$ cat src/rtl/xbus_pkg.sv
package xbus_pkg;

    typedef enum logic [2:0] {
        PH_IDLE,
        PH_SETUP,
        PH_T1,
        PH_T2,
        PH_PWAIT,
        PH_XWAIT,
        PH_T3,
        PH_HOLD
    } phase_e;

    typedef struct packed {
        logic three_state;
        logic lead_ext;
        logic trail_ext;
        logic wait_en;
        logic rd_early;
        logic write;
    } acc_cfg_t;

    typedef struct packed {
        logic cs;
        logic rd;
        logic wr;
        logic oe;
    } strobe_t;

endpackage

$ cat src/rtl/xbus_wait_ctr.sv
module xbus_wait_ctr #(
    parameter int CW = 3
) (
    input  logic          clk,
    input  logic          rst_n,
    input  logic          load,
    input  logic [CW-1:0] load_val,
    output logic          last
);
    localparam logic [CW-1:0] ONE = CW'(1);

    logic [CW-1:0] cnt_d, cnt_q;

    always_comb begin
        cnt_d = cnt_q;
        if (load) begin
            cnt_d = load_val;
        end else if (cnt_q != '0) begin
            cnt_d = cnt_q - ONE;
        end
    end

    always_ff @(posedge clk or negedge rst_n) begin
        if (!rst_n) begin
            cnt_q <= '0;
        end else begin
            cnt_q <= cnt_d;
        end
    end

    assign last = (cnt_q == ONE);
endmodule

$ cat src/rtl/xbus_strobe_dec.sv
module xbus_strobe_dec
    import xbus_pkg::*;
(
    input  phase_e   phase,
    input  acc_cfg_t cfg,
    output strobe_t  strb
);
    logic data_mid;
    logic last_data;

    always_comb begin
        data_mid  = (phase == PH_PWAIT) || (phase == PH_XWAIT)
                 || (phase == PH_T2 && cfg.three_state);
        last_data = (phase == PH_T3) || (phase == PH_T2 && !cfg.three_state);

        strb.cs = (phase != PH_IDLE);
        strb.rd = !cfg.write && ((phase == PH_T1) || data_mid
                                 || (last_data && !cfg.rd_early));
        strb.wr = cfg.write && (data_mid || last_data);
        strb.oe = cfg.write && ((phase == PH_T1) || data_mid || last_data);
    end
endmodule

$ cat src/rtl/xbus_seq.sv
module xbus_seq
    import xbus_pkg::*;
#(
    parameter int AW  = 16,
    parameter int DW  = 16,
    parameter int PWW = 3
) (
    input  logic           clk,
    input  logic           rst_n,
    input  logic           req_valid,
    input  logic           req_write,
    input  logic [AW-1:0]  req_addr,
    input  logic [DW-1:0]  req_wdata,
    input  logic           cfg_three_state,
    input  logic [PWW-1:0] cfg_pwait,
    input  logic           cfg_lead_ext,
    input  logic           cfg_trail_ext,
    input  logic           cfg_wait_en,
    input  logic           cfg_rd_early,
    input  logic           ext_wait,
    input  logic [DW-1:0]  ext_rdata,
    output logic           bus_cs_n,
    output logic           bus_rd_n,
    output logic           bus_wr_n,
    output logic [AW-1:0]  bus_addr,
    output logic [DW-1:0]  bus_dout,
    output logic           bus_doe,
    output logic           rsp_done,
    output logic [DW-1:0]  rsp_rdata
);

    typedef struct packed {
        phase_e         phase;
        acc_cfg_t       cfg;
        logic [PWW-1:0] pw;
        logic [AW-1:0]  addr;
        logic [DW-1:0]  wdata;
        logic [DW-1:0]  rdata;
        logic           done;
    } seq_t;

    seq_t    r_d, r_q;
    strobe_t strb_d, strb_q;
    logic    wait_load;
    logic    wait_last;
    logic    pin_hold;
    logic    last_data_q;

    xbus_wait_ctr #(.CW(PWW)) u_wait (
        .clk      (clk),
        .rst_n    (rst_n),
        .load     (wait_load),
        .load_val (r_q.pw),
        .last     (wait_last)
    );

    always_comb begin
        pin_hold    = r_q.cfg.wait_en && ext_wait;
        last_data_q = (r_q.phase == PH_T3)
                   || (r_q.phase == PH_T2 && !r_q.cfg.three_state);
    end

    always_comb begin
        r_d       = r_q;
        r_d.done  = 1'b0;
        wait_load = 1'b0;

        if (last_data_q && !r_q.cfg.write) begin
            r_d.rdata = ext_rdata;
        end

        case (r_q.phase)
            PH_IDLE: begin
                if (req_valid) begin
                    r_d.cfg.three_state = cfg_three_state;
                    r_d.cfg.lead_ext    = cfg_lead_ext;
                    r_d.cfg.trail_ext   = cfg_trail_ext;
                    r_d.cfg.wait_en     = cfg_wait_en;
                    r_d.cfg.rd_early    = cfg_rd_early;
                    r_d.cfg.write       = req_write;
                    r_d.pw              = cfg_pwait;
                    r_d.addr            = req_addr;
                    r_d.wdata           = req_wdata;
                    r_d.phase           = cfg_lead_ext ? PH_SETUP : PH_T1;
                end
            end
            PH_SETUP: r_d.phase = PH_T1;
            PH_T1:    r_d.phase = PH_T2;
            PH_T2: begin
                if (!r_q.cfg.three_state) begin
                    r_d.phase = r_q.cfg.trail_ext ? PH_HOLD : PH_IDLE;
                end else if (r_q.pw != '0) begin
                    r_d.phase = PH_PWAIT;
                    wait_load = 1'b1;
                end else begin
                    r_d.phase = pin_hold ? PH_XWAIT : PH_T3;
                end
            end
            PH_PWAIT: begin
                if (wait_last) begin
                    r_d.phase = pin_hold ? PH_XWAIT : PH_T3;
                end
            end
            PH_XWAIT: begin
                if (!ext_wait) begin
                    r_d.phase = PH_T3;
                end
            end
            PH_T3:    r_d.phase = r_q.cfg.trail_ext ? PH_HOLD : PH_IDLE;
            PH_HOLD:  r_d.phase = PH_IDLE;
            default:  r_d.phase = PH_IDLE;
        endcase

        if (r_q.phase != PH_IDLE && r_d.phase == PH_IDLE) begin
            r_d.done = 1'b1;
        end
    end

    xbus_strobe_dec u_dec (
        .phase (r_d.phase),
        .cfg   (r_d.cfg),
        .strb  (strb_d)
    );

    always_ff @(posedge clk or negedge rst_n) begin
        if (!rst_n) begin
            r_q    <= '{phase: PH_IDLE, default: '0};
            strb_q <= '0;
        end else begin
            r_q    <= r_d;
            strb_q <= strb_d;
        end
    end

    assign bus_cs_n  = !strb_q.cs;
    assign bus_rd_n  = !strb_q.rd;
    assign bus_wr_n  = !strb_q.wr;
    assign bus_doe   = strb_q.oe;
    assign bus_addr  = r_q.addr;
    assign bus_dout  = r_q.wdata;
    assign rsp_done  = r_q.done;
    assign rsp_rdata = r_q.rdata;

endmodule

$ cat config.mk
export PLATFORM = sky130hd
export DESIGN_NAME = xbus_seq
export DESIGN_NICKNAME = d
export VERILOG_FILES = /design/src/rtl/xbus_pkg.sv /design/src/rtl/xbus_wait_ctr.sv /design/src/rtl/xbus_strobe_dec.sv /design/src/rtl/xbus_seq.sv
export SDC_FILE = /design/constraint.sdc
export NUM_CORES = 1
export LEC_CHECK = 0
export BUFFER_PORTS_ARGS = -buffer_cell sky130_fd_sc_hd__buf_2
export CAP_MARGIN = 25
export CORE_MARGIN = 10
export CORE_UTILIZATION = 40
export DETAILED_ROUTE_END_ITERATION = 10
export PLACE_DENSITY = 0.66
export SETUP_SLACK_MARGIN = 0.4
export SLEW_MARGIN = 20
export SYNTH_ARGS = -nofsm -noshare
export SYNTH_HDL_FRONTEND = slang
export SYNTH_SLANG_ARGS = --single-unit
export TNS_END_PERCENT = 50
$ cat constraint.sdc
create_clock -name clk -period 2.76 [get_ports clk]
set_clock_uncertainty 0.1 [all_clocks]
set_input_delay 0.276 -clock clk [delete_from_list [all_inputs] [get_ports clk]]
set_output_delay 0.276 -clock clk [all_outputs]
set_load 0.05 [all_outputs]
; ---- Word-level counts from Yosys, hierarchy flattened
; Index checks and enable logic that the tools add are counted.
[totals]
reg_bits = 68
input_bits = 61
output_inout_bits = 53
word_cells = 81
[op_classes]
add_sub_neg = 1
n_eq_ne = 13
muxes = 16
n_reduce_logical = 34
[op_table]
columns = cell, n
row1 = $mux W44, 1
row2 = $mux W41, 1
row3 = $pmux W3 S8, 1
row4 = $eq A3 B3 Y1 const B, 7
row5 = $mux W3, 6
row6 = $eq A3 B2 Y1 const B, 4
row7 = $reduce_bool A3 Y1, 4
row8 = $logic_and A1 B1 Y1, 10
row9 = $logic_not A1 Y1, 8
row10 = $logic_or A1 B1 Y1, 8
row11 = $eq A3 B1 Y1 const B, 2
row12 = $logic_not A3 Y1, 2
row13 = $mux W2, 3
row14 = $mux W1, 4
row15 = $sub A3 B1 Y3 const B, 1
row16 = $reduce_and A2 Y1, 1
row17 = $reduce_bool A2 Y1, 1

; ---- Logic depth before layout (Yosys ltp)
; Gate-level depths: netlist (run 1).
[depth]
depth_word = 11
ltp_mapped = 7
mapped_depth_nobuf = 7

; ---- Modules after synthesis
; Synthesis (run 1) repeated with hierarchy kept, for this count alone.
[hier_totals]
hier_cells = 247
hier_area_um2 = 3205.6
[modules_own_cells]
columns = mod, n_inst, cells_per_inst, area_per_inst_um2, seq_area_each_um2
row1 = xbus_seq, 1, 214, 2917.8, 1626.6
row2 = xbus_wait_ctr, 1, 22, 219.0, 75.1
row3 = xbus_strobe_dec, 1, 11, 68.8, 0.0

; ---- Least setup slack after synthesis (run 1)
; No wires, ideal clock.
[synth_timing]
path_kind = reg-to-reg
startpoint = reg u_wait.cnt_q[0]
endpoint = reg strb_q[2] (netlist name)
setup_ns = 0.137
arrival_ns = 1.768
required_ns = 2.523
path_slack_ns = 0.756
stages_incl_launch_ff = 7
n_path_buf = 0
period_less_slack_ns = 2.004
path_cell_list = dfrtp_1 ha_1 nor2b_1 o2111a_1 o41a_1 a222oi_1 o22ai_1
[synth_rtl]
columns = element, line
row1 = start: declaration, xbus_wait_ctr.sv:12  ; logic [CW-1:0] cnt_d, cnt_q;
row2 = start signal: assignment, xbus_wait_ctr.sv:27  ; cnt_q <= cnt_d;
row3 = end signal: assignment, xbus_seq.sv:131  ; strb_q <= strb_d;
row4 = end: declaration, xbus_seq.sv:43  ; strobe_t strb_d, strb_q;

==> results of run 1 <==
## final cells by class
cell class              instances  area [µm²]
multi-input cells             129        1080
inverters                       9        33.8
well taps                     102         128
clock inverters                 6        32.5
repair buffers                120         621
clock buffers                  10         128
flip-flops and latches         67        1680
fillers                       721        4070
## synthesized netlist by cell type, types with 3 or more instances
cell,number,area (µm²)
buf_4,49,368
inv_1,9,33.8
nand2b_1,4,25.0
mux2_2,51,574
nor2_1,8,30.0
dfrtp_1,67,1680
buf_2,5,25.0
o21ai_0,3,15.0
ha_1,3,37.5
nand2_1,19,71.3
a21oi_1,6,30.0
## kinds of logic (layout without fill, tap and decap cells)
group / after synthesis / count (layout) / synth area share (%)
flops: 67 / 67 / 52.3
buf+inv: 65 / 145 / 14.0
mux: 53 / 53 / 18.5
simple gates: 52 / 52 / 9.20
compound gates: 21 / 21 / 4.84
fa+ha+maj: 3 / 3 / 1.17
## layer usage
metal  up-vias  share of wire [%]
li1        999                  -
met2        82                 45
met3         8                 12
met5         -                  0
met4         0                1.2
met1       968                 42
## path summary, 6_finish.rpt
kind	to	slack, ps	depth (start not counted)
setup / recovery	strb_q[2]$_DFF_PN0_	530	6
hold / removal	r_q[51]$_DFFE_PN0P_	30	3
setup reg to reg	strb_q[2]$_DFF_PN0_	530	6
hold reg to reg	r_q[53]$_DFF_PN0_	400	1
max in group asynchronous	r_q[55]$_DFFE_PN0P_	1810	3
min in group asynchronous	bus_addr[10]$_DFFE_PN0P_	150	2
## sequential cells by signal (all words and copies together), names as in the netlist
signal and flops:
rsp_done 1, bus_doe 1, strb_q 3, rsp_rdata 16, bus_addr 16, bus_dout 16, u_wait.cnt_q 3, r_q 11
## per-stage QoR
| step | hold WS, ps | setup WS, ps | cell area (µm²) | util (%) | cells |
|---|---|---|---|---|---|
| finish | 31.7 | 526 | 3700 | 47.6 | 443 |
| floorplan | -120 | 756 | 3210 | - | 261 |
| global route | 30.1 | 417 | 3700 | 47.6 | 443 |
| CTS | 15.7 | 447 | 3690 | 47.5 | 441 |
| global placement | -35.1 | 578 | 3520 | 45.3 | 424 |
| detailed placement | -29.9 | 475 | 3520 | 45.3 | 424 |
## critical path: cells and delay by family (launching register included)
| family | cells | cell delay (ps) |
|---|---|---|
| DFF | 1 | 420 |
| AOI/OAI and AO/OA | 4 | 1220 |
| and+or+nand+nor | 1 | 130 |
| adders and majority gates | 1 | 220 |
## repair_timing
| action | 4_1_cts | 5_1_grt |
|---|---|---|
| setup endpoints to repair | 0 | 2 |
| hold buffers | 1 | 0 |
| hold endpoints to repair | 67 | 0 |
| buffers inserted | 0 | 2 |
==> results.cfg, run 1 <==
[global_routing]
antenna_found_initial = 0
grtUsageTotal_pct = 10.6
grt_most_used_layer = met2
grt_max_degree = 35
use_met1_pct = 12.5
use_met3_pct = 5.15
grt.overflow.total = 0
grt_pass1_vias = 2160
grt_pass1_wl_um = 10100
met2_usage_pct = 16.0

[drt]
avgRoutedWirePerCell_um = 14.4
drtPass1Iterations = 4
routed_wl_um = 6380
drc = 0
final_antenna_net_count = 0
drt_iter0_drc = 47
vias = 2057
via_per_inst = 4.64

[logic_synthesis]
synth-seq-cells = 67
avgSynthCellArea_um2 = 12.3
yosysWarnings = 0
synth-edff-count = 0
postSynthCellCount = 261
netlist-cell-type-count = 40
syn_nets = 325
syn-cell-area_um2 = 3210
async_flop_share_pct = 100
synth_flop_cell = dfrtp_1
seq_area_frac_synth_pct = 52.3

[sta]
tightest_slew_ps = 475
rsz0062_at_grt = no
slew_headroom_pct = 68.1
drv_slew = 0
period_share_pct = 81.0
period_minus_slack_ps = 2230
tns_ps = 0
finalSetupViolCount = 0
max_freq_mhz = 448
finalHoldViolCount = 0

[setup_path]
cpPeakStageDelay_ps = 430
worstPathCellList = ha_1 -> nor2b_1 -> o2111a_1 -> o41a_1 -> a222oi_1 -> o22ai_1
crit_type = reg2reg
cp-start-kind = register
cp.required_ps = 2850
cp-end-kind = register
critical_path.slowest_cell = o41a_1
worstSetupStartpoint = u_wait.cnt_q[0]$_DFFE_PN0P_
reg2reg_from = u_wait.cnt_q[0]$_DFFE_PN0P_
arrival_ps = 2320
worstPathMaxFanout = 4

[die]
die_h_um = 110
fp-row-count = 32
coreArea_um2 = 7770
start_util_pct = 41.3
die-width_um = 110
io_pins = 114
dieArea_um2 = 12000

[layout]
syn2layout_area_growth_pct = 15.4
fin_nets = 400
final_layout_size_suffix_gt1_share_pct = 55.7
antenna_cells = 0
mostFrequentLayoutCells = 113 x buf_2, 67 x dfrtp_1, 51 x mux2_2
layout_commonest_cell = buf_2

[min_path]
hp-class = in2reg
hp-start = cfg_pwait[2]

[job]
cap_violations = 0

[place]
hpwl_um = 5000
port_buffers = 113
gp_congestion = 0.857

[clock_network]
cts_buffers = 9
cts_tree = yes
path_clk_slew_ps = 70
cts_resized = 0
cts_sinks = 67
clock_insertion_delay_worst_skew_ps = 320
clock_path_buffers = 2
cts_root_buf = clkbuf_8
htree_levels = 3

[outcome]
status = finished clean
Power of run 1 is not shown: default switching activity piles up to over one toggle a cycle in this logic, so the estimate is an artifact.
==> run 2, diff against run 1 <==
==> constraint.sdc (replaced) <==
create_clock -name clk -period 2.18 [get_ports clk]
set_clock_uncertainty 0.1 [all_clocks]
set_input_delay 0.218 -clock clk [delete_from_list [all_inputs] [get_ports clk]]
set_output_delay 0.218 -clock clk [all_outputs]
set_load 0.05 [all_outputs]
==> run 2 against run 1 <==
  * Cell area up 13%
  * Global-route usage up 1.1 points
  * Non-clock buffer count up 27
  * Maximum frequency up 5.9%
  * Critical path depth up 1
  * Cell count up 6.1%
==> results.cfg, run 2 (synthesis gave the netlist of run 1 again) <==
[outcome]
status = finished clean

[setup_path]
cpPeakStageDelay_ps = 420
critical_path.slowest_cell = a222oi_1
worstPathCellList = inv_2 -> ha_4 -> nand4b_1 -> o2111a_1 -> o41a_1 -> a222oi_1 -> o22ai_1
crit_type = reg2reg
cp-end-kind = register
rrSetupSlack_ps = 70
cp.required_ps = 2280
crit_family = compound AO/OA/AOI/OAI gates
cp-start-kind = register
arrival_ps = 2210
path_buf_inv = 1
worstPathMaxFanout = 2

[drt]
final_antenna_net_count = 0
routed_wl_um = 7070
vias = 2193
via_per_inst = 4.67
drtPass1Iterations = 4
avgRoutedWirePerCell_um = 15.0
drt_iter0_drc = 93
drc = 0

[layout]
final_cells = 470
antenna_cells = 0
layout_commonest_cell = buf_2
multi_input_area_um2 = 1160
mostFrequentLayoutCells = 113 x buf_2, 64 x dfrtp_1, 51 x mux2_2
final_layout_size_suffix_gt1_share_pct = 57.3
fin_nets = 427
register_area_um2 = 1680
syn2layout_area_growth_pct = 30.5
n_fill_cell = 669
design_area_um2 = 4190

[sta]
finalSetupViolCount = 0
tightest_slew_ps = 632
setup_slack_ps = 71.1
finalHoldViolCount = 0
slew_headroom_pct = 57.8
tns_ps = 0
period_minus_slack_ps = 2110
period_share_pct = 96.7
rsz0062_at_grt = yes
max_freq_mhz = 474
drv_slew = 0

[clock_network]
cts_tree = yes
clock_path_buffers = 2
cts_root_buf = clkbuf_8
cts_buffers = 9
cts_sinks = 67
path_clk_slew_ps = 80
htree_levels = 3
clock_insertion_delay_worst_skew_ps = 330

[die]
start_util_pct = 41.3
coreArea_um2 = 7770
die_h_um = 110
dieArea_um2 = 12000
io_pins = 114
die-width_um = 110
fp-row-count = 32

[global_routing]
grtUsageTotal_pct = 11.7
grt_max_degree = 28
grt.overflow.total = 0
antenna_found_initial = 0
grt_pass1_wl_um = 11000
grt_pass1_vias = 2361

[place]
pre_cts_ws_ps = 51.1
gp_congestion = 0.854
hpwl_um = 5190
port_buffers = 113
postPlaceCellArea_um2 = 3540
post-place-cells = 424

[min_path]
hp-class = in2reg

[job]
cap_violations = 0
run 2: cell count changes in the layout (fill, tap and decap cells not counted), sizes merged:
| cell | before | now |
|---|---|---|
| buf | 119 | 127 |
| clkinv | 5 | 1 |
| bufinv | 0 | 3 |
| inv | 9 | 10 |
| dlygate4sd3 | 1 | 20 |
run 2: what timing repair did:
item                                    4_1_cts  5_1_grt
gates resized for setup                       9       11
pin swaps                                     5        3
endpoints found under the setup margin       54       39
hold buffers                                 17        3
setup buffers                                 7        3
endpoints found under the hold margin        41        3
run 2: per-stage QoR:
stage,util [%],hold WS (ps)
after floorplan,-,-178
after global placement,45.6,172
after detailed placement,45.6,178
after CTS,52.4,0.179
after global routing,53.9,1.03
final,53.9,11.3
run 2: path summary, 6_finish.rpt:
| kind | start | end | cells after the start |
|---|---|---|---|
| min in group asynchronous | rst_n | bus_dout[10]$_DFFE_PN0P_ | 2 |
| max in group asynchronous | rst_n | r_q[58]$_DFF_PN0_ | 3 |
| worst min register to register | rsp_rdata[0]$_DFFE_PN0P_ | rsp_rdata[0]$_DFFE_PN0P_ | 1 |
| worst max-delay path | u_wait.cnt_q[1]$_DFFE_PN0P_ | strb_q[2]$_DFF_PN0_ | 7 |
| worst max register to register | u_wait.cnt_q[1]$_DFFE_PN0P_ | strb_q[2]$_DFF_PN0_ | 7 |
| worst min-delay path | req_wdata[12] | bus_dout[12]$_DFFE_PN0P_ | 2 |
run 2: cell type report:
class	instances	area share [%]
well taps	102	3.05
flip-flops and latches	67	40.1
clock buffers	10	3.29
multi-input cells	129	27.8
inverters	9	0.807
clock inverters	6	2.66
repair buffers	147	22.3
run 2: layer usage:
metal	track usage (%)	wire (µm)	up-vias	part of all wire, %
li1	-	-	1052	-
met1	13.1	2810	1049	40
met2	19.3	3510	84	50
met3	4.21	645	8	9.1
met4	5.86	102	0	1.4
met5	0	0	-	0
Power of run 2 is left out for the same reason.
